==> config.mk <==
export PLATFORM = sky130hd
export DESIGN_NAME = bwrom_port
export DESIGN_NICKNAME = d
export VERILOG_FILES = /design/src/rtl/bwrom_pkg.sv /design/src/rtl/bwrom_store.sv /design/src/rtl/bwrom_decode.sv /design/src/rtl/bwrom_lane.sv /design/src/rtl/bwrom_port.sv
export SDC_FILE = /design/constraint.sdc
export NUM_CORES = 2
export LEC_CHECK = 0
export ABC_AREA = 1
export BUFFER_PORTS_ARGS = -buffer_cell sky130_fd_sc_hd__buf_2
export CAP_MARGIN = 20
export CELL_PAD_IN_SITES_DETAIL_PLACEMENT = 0
export CELL_PAD_IN_SITES_GLOBAL_PLACEMENT = 1
export CORE_MARGIN = 10
export CORE_UTILIZATION = 59
export CTS_BUF_LIST = sky130_fd_sc_hd__clkbuf_4 sky130_fd_sc_hd__clkbuf_8
export DETAILED_ROUTE_END_ITERATION = 7
export PLACE_DENSITY_LB_ADDON = 0.1
export SLEW_MARGIN = 20
export SYNTH_ARGS = -nofsm -noshare
export SYNTH_HDL_FRONTEND = slang
export SYNTH_SLANG_ARGS = --single-unit
==> constraint.sdc <==
create_clock -name clk -period 3.4 [get_ports clk]
set_clock_uncertainty 0.1 [all_clocks]
set_input_delay 0.34 -clock clk [delete_from_list [all_inputs] [get_ports clk]]
set_output_delay 0.34 -clock clk [all_outputs]
set_load 0.005 [all_outputs]
==> src/rtl/bwrom_pkg.sv <==
package bwrom_pkg;

    // Access kind recorded at each clock edge
    typedef enum logic [2:0] {
        ST_STANDBY = 3'd0,
        ST_DISABLE = 3'd1,
        ST_WORD    = 3'd2,
        ST_BYTE_LO = 3'd3,
        ST_BYTE_HI = 3'd4,
        ST_SIG_MFG = 3'd5,
        ST_SIG_DEV = 3'd6
    } rd_state_e;

    // True for the two states that return identification codes
    function automatic logic is_sig(input rd_state_e s);
        return (s == ST_SIG_MFG) || (s == ST_SIG_DEV);
    endfunction

endpackage

==> src/rtl/bwrom_store.sv <==
module bwrom_store #(
    parameter int ADDR_W = 8,
    parameter int DW     = 16
) (
    input  logic              clk,
    input  logic              wr_en,
    input  logic [ADDR_W-1:0] wr_addr,
    input  logic [DW-1:0]     wr_data,
    input  logic              rd_en,
    input  logic [ADDR_W-1:0] rd_addr,
    output logic [DW-1:0]     rd_data
);
    localparam int DEPTH = 1 << ADDR_W;

    logic [DW-1:0] cells [DEPTH];

    // Load port, used only to preset contents
    always_ff @(posedge clk) begin
        if (wr_en) begin
            cells[wr_addr] <= wr_data;
        end
    end

    // Synchronous read; holds its value while deselected
    always_ff @(posedge clk) begin
        if (rd_en) begin
            rd_data <= cells[rd_addr];
        end
    end

endmodule

==> src/rtl/bwrom_decode.sv <==
module bwrom_decode
    import bwrom_pkg::*;
(
    input  logic      ce_n,
    input  logic      oe_n,
    input  logic      wide_sel,
    input  logic      half_sel,
    input  logic      sig_req,
    input  logic      code_sel,
    output rd_state_e next_state
);
    // Priority: deselect, drive gating, signature, then organisation
    always_comb begin
        next_state = ST_STANDBY;
        if (ce_n) begin
            next_state = ST_STANDBY;
        end else if (oe_n) begin
            next_state = ST_DISABLE;
        end else if (sig_req) begin
            next_state = code_sel ? ST_SIG_DEV : ST_SIG_MFG;
        end else if (wide_sel) begin
            next_state = ST_WORD;
        end else begin
            next_state = half_sel ? ST_BYTE_HI : ST_BYTE_LO;
        end
    end

endmodule

==> src/rtl/bwrom_lane.sv <==
module bwrom_lane
    import bwrom_pkg::*;
#(
    parameter int          DW       = 16,
    parameter logic [7:0]  MFG_CODE = 8'h20,
    parameter logic [7:0]  DEV_CODE = 8'hB2
) (
    input  rd_state_e     state,
    input  logic          wide_q,
    input  logic [DW-1:0] rd_word,
    output logic [DW-1:0] dout,
    output logic [DW-1:0] dout_oe,
    output logic          standby
);
    localparam int HALF   = DW / 2;
    localparam int TOPBIT = DW - 1;

    logic [DW-1:0] val;
    logic [DW-1:0] en_raw;

    // Output process: value and drive pattern per state
    always_comb begin
        val     = '0;
        en_raw  = '0;
        standby = 1'b0;
        unique case (state)
            ST_STANDBY: begin
                standby = 1'b1;
            end
            ST_DISABLE: begin
                en_raw = '0;
            end
            ST_WORD: begin
                val    = rd_word;
                en_raw = '1;
            end
            ST_BYTE_LO: begin
                val[HALF-1:0]    = rd_word[HALF-1:0];
                en_raw[HALF-1:0] = '1;
            end
            ST_BYTE_HI: begin
                val[HALF-1:0]    = rd_word[DW-1:HALF];
                en_raw[HALF-1:0] = '1;
            end
            ST_SIG_MFG: begin
                val[HALF-1:0] = MFG_CODE[HALF-1:0];
                en_raw        = '1;
            end
            ST_SIG_DEV: begin
                val[HALF-1:0] = DEV_CODE[HALF-1:0];
                en_raw        = '1;
            end
            default: begin
                standby = 1'b1;
            end
        endcase
    end

    // Per-pin drivers; the shared top pin is released in byte view
    for (genvar b = 0; b < DW; b++) begin : g_pin
        if (b == TOPBIT) begin : g_shared
            assign dout[b]    = val[b] & wide_q;
            assign dout_oe[b] = en_raw[b] & wide_q;
        end else begin : g_plain
            assign dout[b]    = val[b];
            assign dout_oe[b] = en_raw[b];
        end
    end

endmodule

==> src/rtl/bwrom_port.sv <==
module bwrom_port
    import bwrom_pkg::*;
#(
    parameter int         ADDR_W   = 8,
    parameter int         DW       = 16,
    parameter logic [7:0] MFG_CODE = 8'h20,
    parameter logic [7:0] DEV_CODE = 8'hB2
) (
    input  logic              clk,
    input  logic              rst_n,
    input  logic [ADDR_W-1:0] addr,
    input  logic              shared_in,
    input  logic              wide_sel,
    input  logic              ce_n,
    input  logic              oe_n,
    input  logic              sig_req,
    input  logic              ld_we,
    input  logic [ADDR_W-1:0] ld_addr,
    input  logic [DW-1:0]     ld_data,
    output logic [DW-1:0]     dout,
    output logic [DW-1:0]     dout_oe,
    output logic              standby
);
    rd_state_e     state_q;
    rd_state_e     state_d;
    logic          wide_q;
    logic [DW-1:0] rd_word;

    bwrom_store #(
        .ADDR_W (ADDR_W),
        .DW     (DW)
    ) u_store (
        .clk     (clk),
        .wr_en   (ld_we),
        .wr_addr (ld_addr),
        .wr_data (ld_data),
        .rd_en   (~ce_n),
        .rd_addr (addr),
        .rd_data (rd_word)
    );

    bwrom_decode u_decode (
        .ce_n       (ce_n),
        .oe_n       (oe_n),
        .wide_sel   (wide_sel),
        .half_sel   (shared_in),
        .sig_req    (sig_req),
        .code_sel   (addr[0]),
        .next_state (state_d)
    );

    // State register process
    always_ff @(posedge clk or negedge rst_n) begin
        if (!rst_n) begin
            state_q <= ST_STANDBY;
            wide_q  <= 1'b1;
        end else begin
            state_q <= state_d;
            wide_q  <= wide_sel;
        end
    end

    bwrom_lane #(
        .DW       (DW),
        .MFG_CODE (MFG_CODE),
        .DEV_CODE (DEV_CODE)
    ) u_lane (
        .state   (state_q),
        .wide_q  (wide_q),
        .rd_word (rd_word),
        .dout    (dout),
        .dout_oe (dout_oe),
        .standby (standby)
    );

endmodule

==> impl_metrics.py <==
metrics = {
    "min_path": {
        "min_path_type": "input pin to flip-flop",
    },
    "routing": {
        "wl_um": 506000,
        "wl_met1_um": 197000,
        "drt_first_pass_iters": 8,
        "drt_iter0_drc": 17100,
        "drtAntennaViolNets": 0,
        "vias": 114000,
        "top_layer": "met5",
        "route.met3.wl_um": 55100,
        "vias_per_cell": 6.14,
        "drcViolationCount": 4,
        "wl_met2_um": 229000,
        "avgRoutedWirePerCell_um": 27.1,
    },
    "sta": {
        "final.setup.worst_slack_ps": 238,
        "post-route-period-util_pct": 93.0,
        "rsz0062_at_grt": "no",
        "min_period_ps": 3160,
        "hold_violations": 0,
        "max_freq_ghz": 0.316,
        "setup_violations": 0,
        "max_slew_margin_pct": 16.7,
        "hold-worst-slack_ps": 66.6,
        "tightestPinTransition_ps": 1250,
        "report.final.slew_viol_count": 0,
        "setup-tns-final_ps": 0,
    },
    "setup_path": {
        "end_kind": "primary output",
        "start_kind": "flip-flop",
        "slowest_delay_ps": 780,
        "worstSetupPathType": "flip-flop to primary output",
        "critPathMaxFanout": 2,
        "arrival_ps": 2720,
        "cp_slowest_cell": "edfxtp_1",
        "required_ps": 2960,
        "worstPathCellList": "inv_1 -> o21ai_0 -> buf_2",
    },
    "logic_synthesis": {
        "synth-adder-area-share_pct": 0,
        "yosysMostFrequentCell": "nand2_1",
        "yosysSeqAreaShare_pct": 74.4,
        "synth_common_cells": "nand2_1 (4,225), edfxtp_1 (4,112), nand3_1 (4,036)",
        "synth_xor_area_share_pct": 0,
        "synth-compound-area-share_pct": 0.0452,
        "yosysWarnings": 0,
        "netlist_instances": 13700,
        "synth_edf_count": 4112,
        "syn_nets": 13700,
        "ys_seq_elements": 4116,
        "async_flop_share_pct": 0.0972,
        "ys_types": 21,
        "synth_top_area_share_pct": 74.3,
        "synth.area.mux_share_pct": 0,
        "synth_top_cell_by_area": "edfxtp_1",
        "synth_top_flop_cell": "edfxtp_1",
        "netlist_area_sq_um": 166000,
        "synthTopCellsByArea": "edfxtp_1 (74%), nand3_1 (12%), nand2_1 (9.5%)",
        "synth_simple_gate_area_share_pct": 22.4,
        "synth_top_family_by_area": "simple AND/OR/NAND/NOR gates",
        "avgSynthCellArea_sq_um": 12.1,
    },
    "clock_tree": {
        "clkTransAtPathRegs_ps": 70,
        "cts_root_buffer": "clkbuf_8",
        "ctsResizeCount": 0,
        "cts_max_level": 6,
        "cts_tree": "built",
        "clock_path_buffers": 4,
        "insertion_delay_ps": 1220,
        "cts_buffers": 660,
        "cts_num_sinks": 4116,
    },
    "placement": {
        "io_buffers": 72,
        "dpl.hpwl_um": 301000,
        "gp_congestion": 0.923,
        "pre_cts_slack_ps": -220,
        "dpl_cell_area_sq_um": 175000,
    },
    "cells_and_area": {
        "final_nets": 14400,
        "final_area_sq_um": 188000,
        "fill_cells": 20500,
        "drive_gt1_share_pct": 13.5,
        "synthToLayoutAreaGrowth_pct": 13.2,
    },
    "global_route": {
        "overflow": 0,
        "grt_max_degree": 102,
        "grt_pass1_vias": 107000,
        "grtUsageTotal_pct": 32.6,
        "grt_pass1_wl_um": 731000,
        "antenna_found_initial": 27,
    },
    "floorplanning": {
        "dieHeight_um": 551,
        "fp.coreArea_sq_um": 280000,
        "initial_utilization_pct": 59.4,
        "rows": 194,
        "io_pins": 73,
        "dieArea_sq_um": 303000,
        "fp.dieW_um": 551,
    },
    "power": {
        "total_power_uw": 104000,
        "ir_drop_v": 0.000476,
        "p_leak_uw": 0.0673,
        "pwr_density_cell_nw_per_um2": 554,
    },
    "status": {
        "violations": "design-rule violations",
        "outcome": "finished, violations left",
    },
    "job": {
        "maxCapViolCount": 0,
    },
}
## logic make-up (layout without fill, tap and decap cells)
kind of cell	Yosys count	count (layout)
flip-flops	4116	4116
buffers and inverters	1005	2205
other	0	11
AND/OR/NAND/NOR	8560	8560
AO/OA/AOI/OAI	13	13
## cell usage in the layout, fill, tap and decap left out, drive strengths merged
| cell | instances |
|---|---|
| clkbuf | 924 |
| bufinv | 5 |
| inv | 84 |
| nand3 | 4036 |
| nor2 | 294 |
| a21oi | 4 |
| edfxtp | 4112 |
| dlygate4sd3 | 52 |
| nand2 | 4225 |
| nand3b | 1 |
| clkinvlp | 13 |
| diode | 11 |
| dfrtp | 3 |
| o211ai | 4 |
| clkinv | 216 |
| nor3 | 4 |
| dfstp | 1 |
| buf | 911 |
| o21ai | 5 |
## final timing paths
path | depth (start not counted) | slack [ps] | startpoint | to
min in group asynchronous | 4 | 530 | rst_n | state_q[2]
hold / removal | 2 | 70 | ld_data[10] | u_store.cells[91][10]
hold reg to reg | 10 | 980 | u_store.cells[20][15] | u_store.rd_data[15]
max in group asynchronous | 4 | 2420 | rst_n | wide_q
setup reg to reg | 10 | 800 | u_store.cells[117][4] | u_store.rd_data[4]
setup / recovery | 3 | 240 | u_store.rd_data[8] | dout[0]
## area by class of cell
type	count	area [sq um]	share of cell area [%]
clock buffers	924	11200	5.93
flip-flops and latches	4116	124000	65.7
inverters	56	254	0.135
multi-input cells	8573	37400	19.9
clock inverters	262	1440	0.765
diodes	11	27.5	0.0146
well taps	3724	4660	2.48
repair buffers	963	9570	5.09
## power by group
part           switching [uW]  leakage (uW)  internal [uW]
sequential               89.0        0.0370          56000
clock                   19400       0.00670          21600
combinational            5340        0.0236           1880
total                   24800        0.0673          79500
## metal layers
layer | vias up | track usage (%)
met5 | - | 0
met4 | 8 | 13.9
met3 | 990 | 6.38
met2 | 6848 | 49.6
met1 | 56200 | 46.4
li1 | 50300 | -
## what timing repair did
action	CTS	global route
endpoints found under the hold margin	4191	0
hold buffers	52	0
buffers inserted	0	0
## state kept, by name (all words and copies together) (netlist names)
signal	flops
state_q	3
u_store.cells	4096
u_store.rd_data	16
wide_q	1
## worst max-delay path: cells and delay by family, from the launching register on
family / cells / cell delay (ps)
buffers and inverters: 2 / 450
AOI/OAI and AO/OA: 1 / 310
DFF: 1 / 780
## metrics by stage
step / util, % / instances
3_5_place_dp: 62.5 / 17400
2_1_floorplan: - / 13700
5_1_grt: 67.2 / 18600
3_3_place_gp: 62.5 / 17400
4_1_cts: 67.2 / 18600
6_report: 67.2 / 18600
(Power assumes the default switching activity.)
